File: src/rtl/otg_swap_pkg.sv
package otg_swap_pkg;
  localparam int unsigned ST_W = 3;

  typedef enum logic [ST_W-1:0] {
    ST_IDLE     = 3'd0,
    ST_A_HOST   = 3'd1,
    ST_A_REQ    = 3'd2,
    ST_A_SUSP   = 3'd3,
    ST_A_PERIPH = 3'd4,
    ST_B_PERIPH = 3'd5,
    ST_B_ARMED  = 3'd6,
    ST_B_HOST   = 3'd7
  } role_st_e;
endpackage

File: src/rtl/otg_rst_sync.sv
module otg_rst_sync #(
  parameter int unsigned STAGES = 2
) (
  input  logic clk,
  input  logic arst_n,
  output logic rst_n_o
);
  logic [STAGES-1:0] chain_q;

  always_ff @(posedge clk or negedge arst_n) begin
    if (!arst_n) chain_q <= '0;
    else         chain_q <= {chain_q[STAGES-2:0], 1'b1};
  end

  assign rst_n_o = chain_q[STAGES-1];
endmodule

File: src/rtl/otg_line_sync.sv
module otg_line_sync #(
  parameter int unsigned WIDTH   = 2,
  parameter int unsigned STAGES  = 2,
  parameter logic [WIDTH-1:0] RST_VAL = '0
) (
  input  logic             clk,
  input  logic             rst_n,
  input  logic [WIDTH-1:0] d_i,
  output logic [WIDTH-1:0] q_o
);
  for (genvar b = 0; b < WIDTH; b++) begin : g_bit
    logic [STAGES-1:0] sh_q;
    always_ff @(posedge clk or negedge rst_n) begin
      if (!rst_n) sh_q <= {STAGES{RST_VAL[b]}};
      else        sh_q <= {sh_q[STAGES-2:0], d_i[b]};
    end
    assign q_o[b] = sh_q[STAGES-1];
  end
endmodule

File: src/rtl/otg_susp_timer.sv
module otg_susp_timer #(
  parameter int unsigned TMO_TICKS = 8
) (
  input  logic clk,
  input  logic rst_n,
  input  logic run_i,
  input  logic tick_i,
  output logic expire_o
);
  localparam int unsigned CW = $clog2(TMO_TICKS + 1);
  localparam logic [CW-1:0] LAST = CW'(TMO_TICKS - 1);

  logic [CW-1:0] cnt_q, cnt_d;
  logic          cnt_en;

  assign expire_o = run_i && tick_i && (cnt_q == LAST);
  assign cnt_en   = !run_i || tick_i;

  always_comb begin
    cnt_d = cnt_q;
    if (!run_i)             cnt_d = '0;
    else if (tick_i && !expire_o) cnt_d = cnt_q + 1'b1;
  end

  always_ff @(posedge clk or negedge rst_n) begin
    if (!rst_n)      cnt_q <= '0;
    else if (cnt_en) cnt_q <= cnt_d;
  end
endmodule

File: src/rtl/otg_role_fsm.sv
module otg_role_fsm
  import otg_swap_pkg::*;
(
  input  logic     clk,
  input  logic     rst_n,
  input  logic     role_b_i,
  input  logic     sess_start_i,
  input  logic     hnp_cap_i,
  input  logic     feat_ack_i,
  input  logic     feat_rx_i,
  input  logic     bus_susp_s_i,
  input  logic     partner_pu_s_i,
  input  logic     tmo_exp_i,
  input  logic     end_req_i,
  output role_st_e st_o,
  output logic     tmr_run_o
);
  role_st_e st_q, st_d;
  logic     st_en;

  always_comb begin
    st_d = st_q;
    if (end_req_i && st_q != ST_IDLE) begin
      st_d = ST_IDLE;
    end else begin
      unique case (st_q)
        ST_IDLE:     if (sess_start_i) st_d = role_b_i ? ST_B_PERIPH : ST_A_HOST;
        ST_A_HOST:   if (hnp_cap_i)    st_d = ST_A_REQ;
        ST_A_REQ:    if (feat_ack_i)   st_d = ST_A_SUSP;
        ST_A_SUSP: begin
          if (!partner_pu_s_i)  st_d = ST_A_PERIPH;
          else if (tmo_exp_i)   st_d = ST_A_HOST;
        end
        ST_A_PERIPH: st_d = ST_A_PERIPH;
        ST_B_PERIPH: if (feat_rx_i)    st_d = ST_B_ARMED;
        ST_B_ARMED:  if (bus_susp_s_i) st_d = ST_B_HOST;
        ST_B_HOST:   st_d = ST_B_HOST;
        default:     st_d = ST_IDLE;
      endcase
    end
  end

  assign st_en = (st_d != st_q);

  always_ff @(posedge clk or negedge rst_n) begin
    if (!rst_n)     st_q <= ST_IDLE;
    else if (st_en) st_q <= st_d;
  end

  assign st_o      = st_q;
  assign tmr_run_o = (st_q == ST_A_SUSP);
endmodule

File: src/rtl/otg_out_dec.sv
module otg_out_dec
  import otg_swap_pkg::*;
(
  input  role_st_e st_i,
  output logic     pullup_o,
  output logic     suspend_o,
  output logic     feat_req_o
);
  always_comb begin
    pullup_o   = 1'b0;
    suspend_o  = 1'b0;
    feat_req_o = 1'b0;
    unique case (st_i)
      ST_A_REQ:    feat_req_o = 1'b1;
      ST_A_SUSP:   suspend_o  = 1'b1;
      ST_A_PERIPH: pullup_o   = 1'b1;
      ST_B_PERIPH: pullup_o   = 1'b1;
      ST_B_ARMED:  pullup_o   = 1'b1;
      default: ;
    endcase
  end
endmodule

File: src/rtl/otg_role_swap.sv
module otg_role_swap
  import otg_swap_pkg::*;
#(
  parameter int unsigned SYNC_STAGES = 2,
  parameter int unsigned TMO_TICKS   = 8
) (
  input  logic            clk,
  input  logic            rst_n,
  input  logic            role_b_i,
  input  logic            sess_start_i,
  input  logic            hnp_cap_i,
  input  logic            feat_ack_i,
  input  logic            feat_rx_i,
  input  logic            bus_susp_i,
  input  logic            partner_pu_i,
  input  logic            tmo_tick_i,
  input  logic            end_req_i,
  output logic [ST_W-1:0] state_o,
  output logic            pullup_o,
  output logic            suspend_o,
  output logic            feat_req_o
);
  localparam int unsigned LINE_W = 2;
  localparam logic [LINE_W-1:0] LINE_RST = 2'b10; // pull-up present, bus active

  logic              rst_int_n;
  logic [LINE_W-1:0] line_s;
  logic              tmr_run, tmo_exp;
  role_st_e          st;

  otg_rst_sync #(.STAGES(SYNC_STAGES)) u_rst (
    .clk(clk), .arst_n(rst_n), .rst_n_o(rst_int_n)
  );

  otg_line_sync #(.WIDTH(LINE_W), .STAGES(SYNC_STAGES), .RST_VAL(LINE_RST)) u_line (
    .clk(clk), .rst_n(rst_int_n),
    .d_i({partner_pu_i, bus_susp_i}), .q_o(line_s)
  );

  otg_susp_timer #(.TMO_TICKS(TMO_TICKS)) u_tmr (
    .clk(clk), .rst_n(rst_int_n),
    .run_i(tmr_run), .tick_i(tmo_tick_i), .expire_o(tmo_exp)
  );

  otg_role_fsm u_fsm (
    .clk(clk), .rst_n(rst_int_n),
    .role_b_i(role_b_i), .sess_start_i(sess_start_i),
    .hnp_cap_i(hnp_cap_i), .feat_ack_i(feat_ack_i), .feat_rx_i(feat_rx_i),
    .bus_susp_s_i(line_s[0]), .partner_pu_s_i(line_s[1]),
    .tmo_exp_i(tmo_exp), .end_req_i(end_req_i),
    .st_o(st), .tmr_run_o(tmr_run)
  );

  otg_out_dec u_dec (
    .st_i(st), .pullup_o(pullup_o), .suspend_o(suspend_o), .feat_req_o(feat_req_o)
  );

  assign state_o = st;
endmodule

File: config.mk
export PLATFORM = sky130hd
export DESIGN_NAME = otg_role_swap
export DESIGN_NICKNAME = d
export VERILOG_FILES = /design/src/rtl/otg_swap_pkg.sv /design/src/rtl/otg_rst_sync.sv /design/src/rtl/otg_line_sync.sv /design/src/rtl/otg_susp_timer.sv /design/src/rtl/otg_role_fsm.sv /design/src/rtl/otg_out_dec.sv /design/src/rtl/otg_role_swap.sv
export SDC_FILE = /design/constraint.sdc
export NUM_CORES = 1
export LEC_CHECK = 0
export BUFFER_PORTS_ARGS = -buffer_cell sky130_fd_sc_hd__buf_2
export CAP_MARGIN = 20
export CORE_MARGIN = 2
export CORE_UTILIZATION = 45
export CTS_CLUSTER_SIZE = 16
export DETAILED_ROUTE_END_ITERATION = 6
export MAX_ROUTING_LAYER = met4
export PLACE_DENSITY = 0.71
export RECOVER_POWER = 100
export SLEW_MARGIN = 25
export SYNTH_ARGS = -nofsm -noshare
export SYNTH_HDL_FRONTEND = slang
export SYNTH_SLANG_ARGS = --single-unit
export TNS_END_PERCENT = 20
File: constraint.sdc
create_clock -name clk -period 1.73 [get_ports clk]
set_input_delay 0.346 -clock clk [delete_from_list [all_inputs] [get_ports clk]]
set_output_delay 0.346 -clock clk [all_outputs]
set_load 0.01 [all_outputs]
Word-level counts from Yosys, hierarchy flattened
Cells that the tools add are included.

word-level totals
  register bits = 13
  bits in latches = 0
  memory bits (writable) = 0
  memory bits (read-only) = 0
  logic and storage cells = 42
  memories kept = 0

operators by class
  add/sub/neg operators = 1
  multiply operators = 0
  div/mod/pow operators = 0
  $lt $le $gt $ge = 0
  equality and inequality tests = 10
  shift operators = 0
  mux-type cells = 15
  bitwise gates (word level) = 0
  reduce and logical (&&, ||, !) cells = 11

operators with widths
  operator               count
  $mux W3                9
  $pmux W3 S8            1
  $eq A3 B3 Y1 const B   4
  $mux W4                2
  $eq A3 B2 Y1 const B   2
  $add A4 B1 Y4 const B  1
  $eq A4 B3 Y1 const B   1
  $logic_and A1 B1 Y1    4
  $eq A3 B1 Y1 const B   1
  $logic_not A3 Y1       1
  $mux W1                3
  $ne A3 B3 Y1           1
  $reduce_bool A3 Y1     1
  $reduce_or A3 Y1       1
  $logic_not A1 Y1       2
  $ne A2 B2 Y1 const B   1
  $reduce_and A2 Y1      1
  $logic_or A1 B1 Y1     1

Depth between registers and ports, before layout
  depth in word-level cells = 8
  gate-level depth with buffers = 4
  gate-level depth less buffers = 4

By module
Synthesis repeated with hierarchy kept, for this count alone.

unflattened totals
  cells, all modules = 56
  area total of the unflattened synthesis = 614.3 um2

by module, submodules not included
  module          instances  cells an instance  area each (um2)  seq. area each (um2)
  otg_susp_timer  1          21                 216.5            100.1
  otg_role_fsm    1          23                 197.7            75.1
  otg_line_sync   1          6                  117.6            102.6
  otg_rst_sync    1          3                  53.8             50.0
  otg_out_dec     1          3                  28.8             0.0

Worst setup path before layout
No wires, ideal clock.

  path type = register to register
  start point = reg u_fsm.st_q[1] (netlist: u_fsm.st_o[1])
  end point = reg u_fsm.st_q[0] (netlist: u_fsm.st_o[0])
  setup time = 120 ps
  data arrival time = 1270 ps
  required time = 1610 ps
  path slack = 341 ps
  stages on the path, launching flop included = 5
  buffers on the path = 1
  clock period less this slack = 1389 ps
  path through = dfrtp_1 > buf_6 > inv_4 > mux4_2 > a31o_1

on the way
  cells in the longest elaborated chain, start to end = 8
  elaborated cells between the ends (all ways) = 22
  classes of those cells = eq/ne: 8; mux: 9; reduce/logical: 5

ends and longest elaborated chain
  what                              RTL line                                RTL
  start: declaration                otg_role_fsm.sv:18                      role_st_e st_q, st_d;
  start signal: assignment          otg_role_fsm.sv:47                      else if (st_en) st_q <= st_d;
  $eq A3 B2 Y1                      otg_role_fsm.sv:26, otg_role_fsm.sv:51
  $logic_and A1 B1 Y1 (2 in a row)  otg_susp_timer.sv:16                    assign expire_o = run_i && tick_i && (cnt_q == LAST);
  $mux W3                           otg_role_fsm.sv:32                      else if (tmo_exp_i) st_d = ST_A_HOST;
  $mux W3                           otg_role_fsm.sv:31                      if (!partner_pu_s_i) st_d = ST_A_PERIPH;
  $pmux W3 S8                       otg_role_fsm.sv:26                      unique case (st_q)
  $mux W3                           otg_role_fsm.sv:23                      if (end_req_i && st_q != ST_IDLE) begin
  $ne A3 B3 Y1                      otg_role_fsm.sv:43                      assign st_en = (st_d != st_q);

Several ways; a longest one is shown, not always the timed one.
A chain may end at the register's enable or synchronous reset.

Final worst setup path
  start point = reg u_fsm.st_q[1] (netlist: u_fsm.st_o[1])
  end point = out feat_req_o

on the way
  cells in the longest elaborated chain, start to end = 2

ends and longest elaborated chain
  what              RTL line             RTL
  $eq A3 B2 Y1      otg_out_dec.sv:13    unique case (st_i)
  $mux W1           otg_out_dec.sv:13
  end: declaration  otg_role_swap.sv:21  output logic feat_req_o

Every way passes these cells.

==> results.md <==
* Die width at 40.3 microns
* Worst hold slack at 0.176 ns
* Max-Cap Viols at 0
* Vias per inst at 5.21
* First-pass GRT wire length at 1.65 mm
* Psw at 0.246 mW
* Clock Pin Slew Worst Setup and Hold Paths at 0.08 ns
* Sink Count at 13
* Placed cells at 84
* Maximum VDD drop at 0.000463 V
* Hold Buf Count CTS at 1
* Switching Share at 0.323
* Worst Setup End Kind: primary output
* Post-CTS setup buffers at 0
* Number of flops mapped to enable cells by yosys at 0
* Gpl congestion at 0.795
* Synth Area in Compound Gates at 0.144
* Syn_nets at 66
* P&R area growth vs syn at 19.2%
* Register area share after synthesis at 0.554
* Logic pwr share at 0.236
* Cell taking the most area after synthesis: dfrtp_1
* DIE AREA at 0.00162 sq mm
* Post-route cell area at 706 sq um
* Hold Path Class: reg -> async
* Post-route setup TNS at 0 ns
* Max-slew violations at 0
* Initial Utilization at 0.466
* Initial antenna violation count at 0
* Worst setup SP type: flip-flop
* Seq cells post-synth at 13
* Syn Std Cell Area at 592 sq um
* Final non-filler cell total at 89
* Synth Area per Inst at 11.0 sq um
* Placed cell areas at 682 sq um
* Max Clock Skew at 0.00447 ns
* Layout Utilization at 0.556
* Clock power share at 0.233
* Crit Path Class: reg -> out
* Io pins at 17
* Pwr dens at 1080 mW/mm^2
* Final hold vios at 0
* Reg power frac at 0.532
* Status: complete, no violations
* GRT Total Usage at 0.173
* Largest family of logic cells by synthesized area: simple AND/OR/NAND/NOR gates
* Remaining antenna violation count at 0
* P_int at 0.516 mW
* Crit path from: u_fsm.st_o[1]
* F_max at 0.642 GHz
* CTS Root Cell: clkbuf_4
* Post-synthesis async set-or-reset flop share at 1.00
* Ant diodes at 0
* Yosys warns at 0
* Area contributors post-synth: dfrtp_1 47%, dfstp_2 8.9%, a21oi_1 6.8%
* Post-Synth Simple-Gate Area at 0.148
* Longest Clk Path Bufs at 2
* Cell Rows at 13
* Crit-path max FO at 9
* Count leader, synth: dfrtp_1
* RSZ-0062 raised after global routing: no
* Post-Synth Adder-Cell Area at 0.0211
* HPWL Detailed at 779 microns
* TritonCTS clock tree: done
* Post-synthesis mux area share at 0.0571
* Layout Nets at 87
* Part of the cycle the worst path needs at 0.900
* I/O Buffers at 16
* Post-CTS resize count at 0
* XOR/XNOR Fraction of Synth Area at 0
* Beginning of the worst register-to-register path: u_tmr.cnt_q[0]
* H-tree depth at 1
* Die Y at 40.3 microns
* DR iter-0 viols at 5
* Share of layout cells above drive strength 1 at 0.216
* Final min period at 1.56 ns
* Top_reg_cell synth: dfrtp_1
* Req. time, crit path at 1.38 ns
* DR pass1 iterations at 5
* Core box area at 0.00127 sq mm
* Clock latency on the worst-skew pair at 0.27 ns
* Post-Syn Instances at 54
* Final setup violating endpoints at 0
* Total gr overflow at 0
* Final WL at 1.11 mm
* Vias in the first global route at 370
* Largest net degree at the start of global routing at 12
* Post-route DRC at 0
* Lkg Pwr at 0.319 nW
* Yosys top cell area share at 0.465
* Num CTS Buffers at 3
* Via count at 464
* Post-synth top cells: 11 x dfrtp_1, 8 x a21oi_1, 5 x inv_1
* Drt wl/cell at 12.5 microns
* Synth cell types at 26
* Arr. time, crit path at 1.21 ns
sequential cells by signal, indices dropped and copies added, names as in the netlist:
name and flops:
u_line.g_bit.sh_q 4, u_tmr.cnt_q 4, u_fsm.st_o 3, u_rst.chain_q 2
worst paths after layout:
kind                       slack [ns]  cells past startpoint                      end
max                              0.17                      3               feat_req_o
min                              0.18                      0           u_tmr.cnt_q[1]
max reg2reg                      0.30                      4           u_tmr.cnt_q[0]
min reg2reg                      0.18                      0           u_tmr.cnt_q[1]
max in group asynchronous        1.21                      0  u_line.g_bit[1].sh_q[0]
min in group clk                 0.18                      1  u_line.g_bit[1].sh_q[0]
metrics by stage:
stage                     power [mW]  worst slack (ns)
after floorplan                0.539             0.341
after global placement         0.598             0.326
after detailed placement       0.604             0.304
after CTS                      0.789             0.185
after global routing           0.815            0.0583
final                          0.762             0.173
power by group through the flow:
stage               Sequential [mW]  Clock, mW  Combinational (mW)
floorplan                     0.383          0               0.157
global placement              0.410          0               0.189
detailed placement            0.412          0               0.193
CTS                           0.406      0.187               0.195
global route                  0.414      0.198               0.203
finish                        0.405      0.177               0.180
critical path: stages, from the launching register on:
cell and delay [ns]:
dfrtp_1 0.54, inv_4 0.06, nor3_1 0.17, clkbuf_1 0.17
layer usage:
layer  GRT usage  vias to the layer above  routed length, microns
li1            -                      237                       -
met1       0.209                      213                     527
met2       0.258                       14                     510
met3      0.0500                        0                      70
met4       0.100                        0                       0
met5           -                        -                       0
layout by cell type, fill, tap and decap left out, types with 2 or more instances in the layout:
cell type and n:
nor3_1 3, or3_1 2, nand3b_1 2, clkbuf_4 3
inv_1 5, buf_2 9, clkbuf_1 9, o21ai_0 3
a21oi_1 8, dfrtp_1 11
cell families (layout without fill, tap and decap cells):
group,Yosys count,after routing
buffers and inverters,8,28
AO/OA/AOI/OAI,15,15
other,1,1
adder cells (fa/ha/maj),1,1
multiplexers,2,2
flip-flops,13,13
AND/OR/NAND/NOR,14,14
final cells by class:
cell class	instances	area, sq um
sequential	13	328
inverter	6	25.0
timing repair buffer	18	85.1
tap	15	18.8
multi-input combinational	33	223
fill	131	563
clock buffer	4	26.3
No activity file was read; power rests on OpenSTA's default activity.
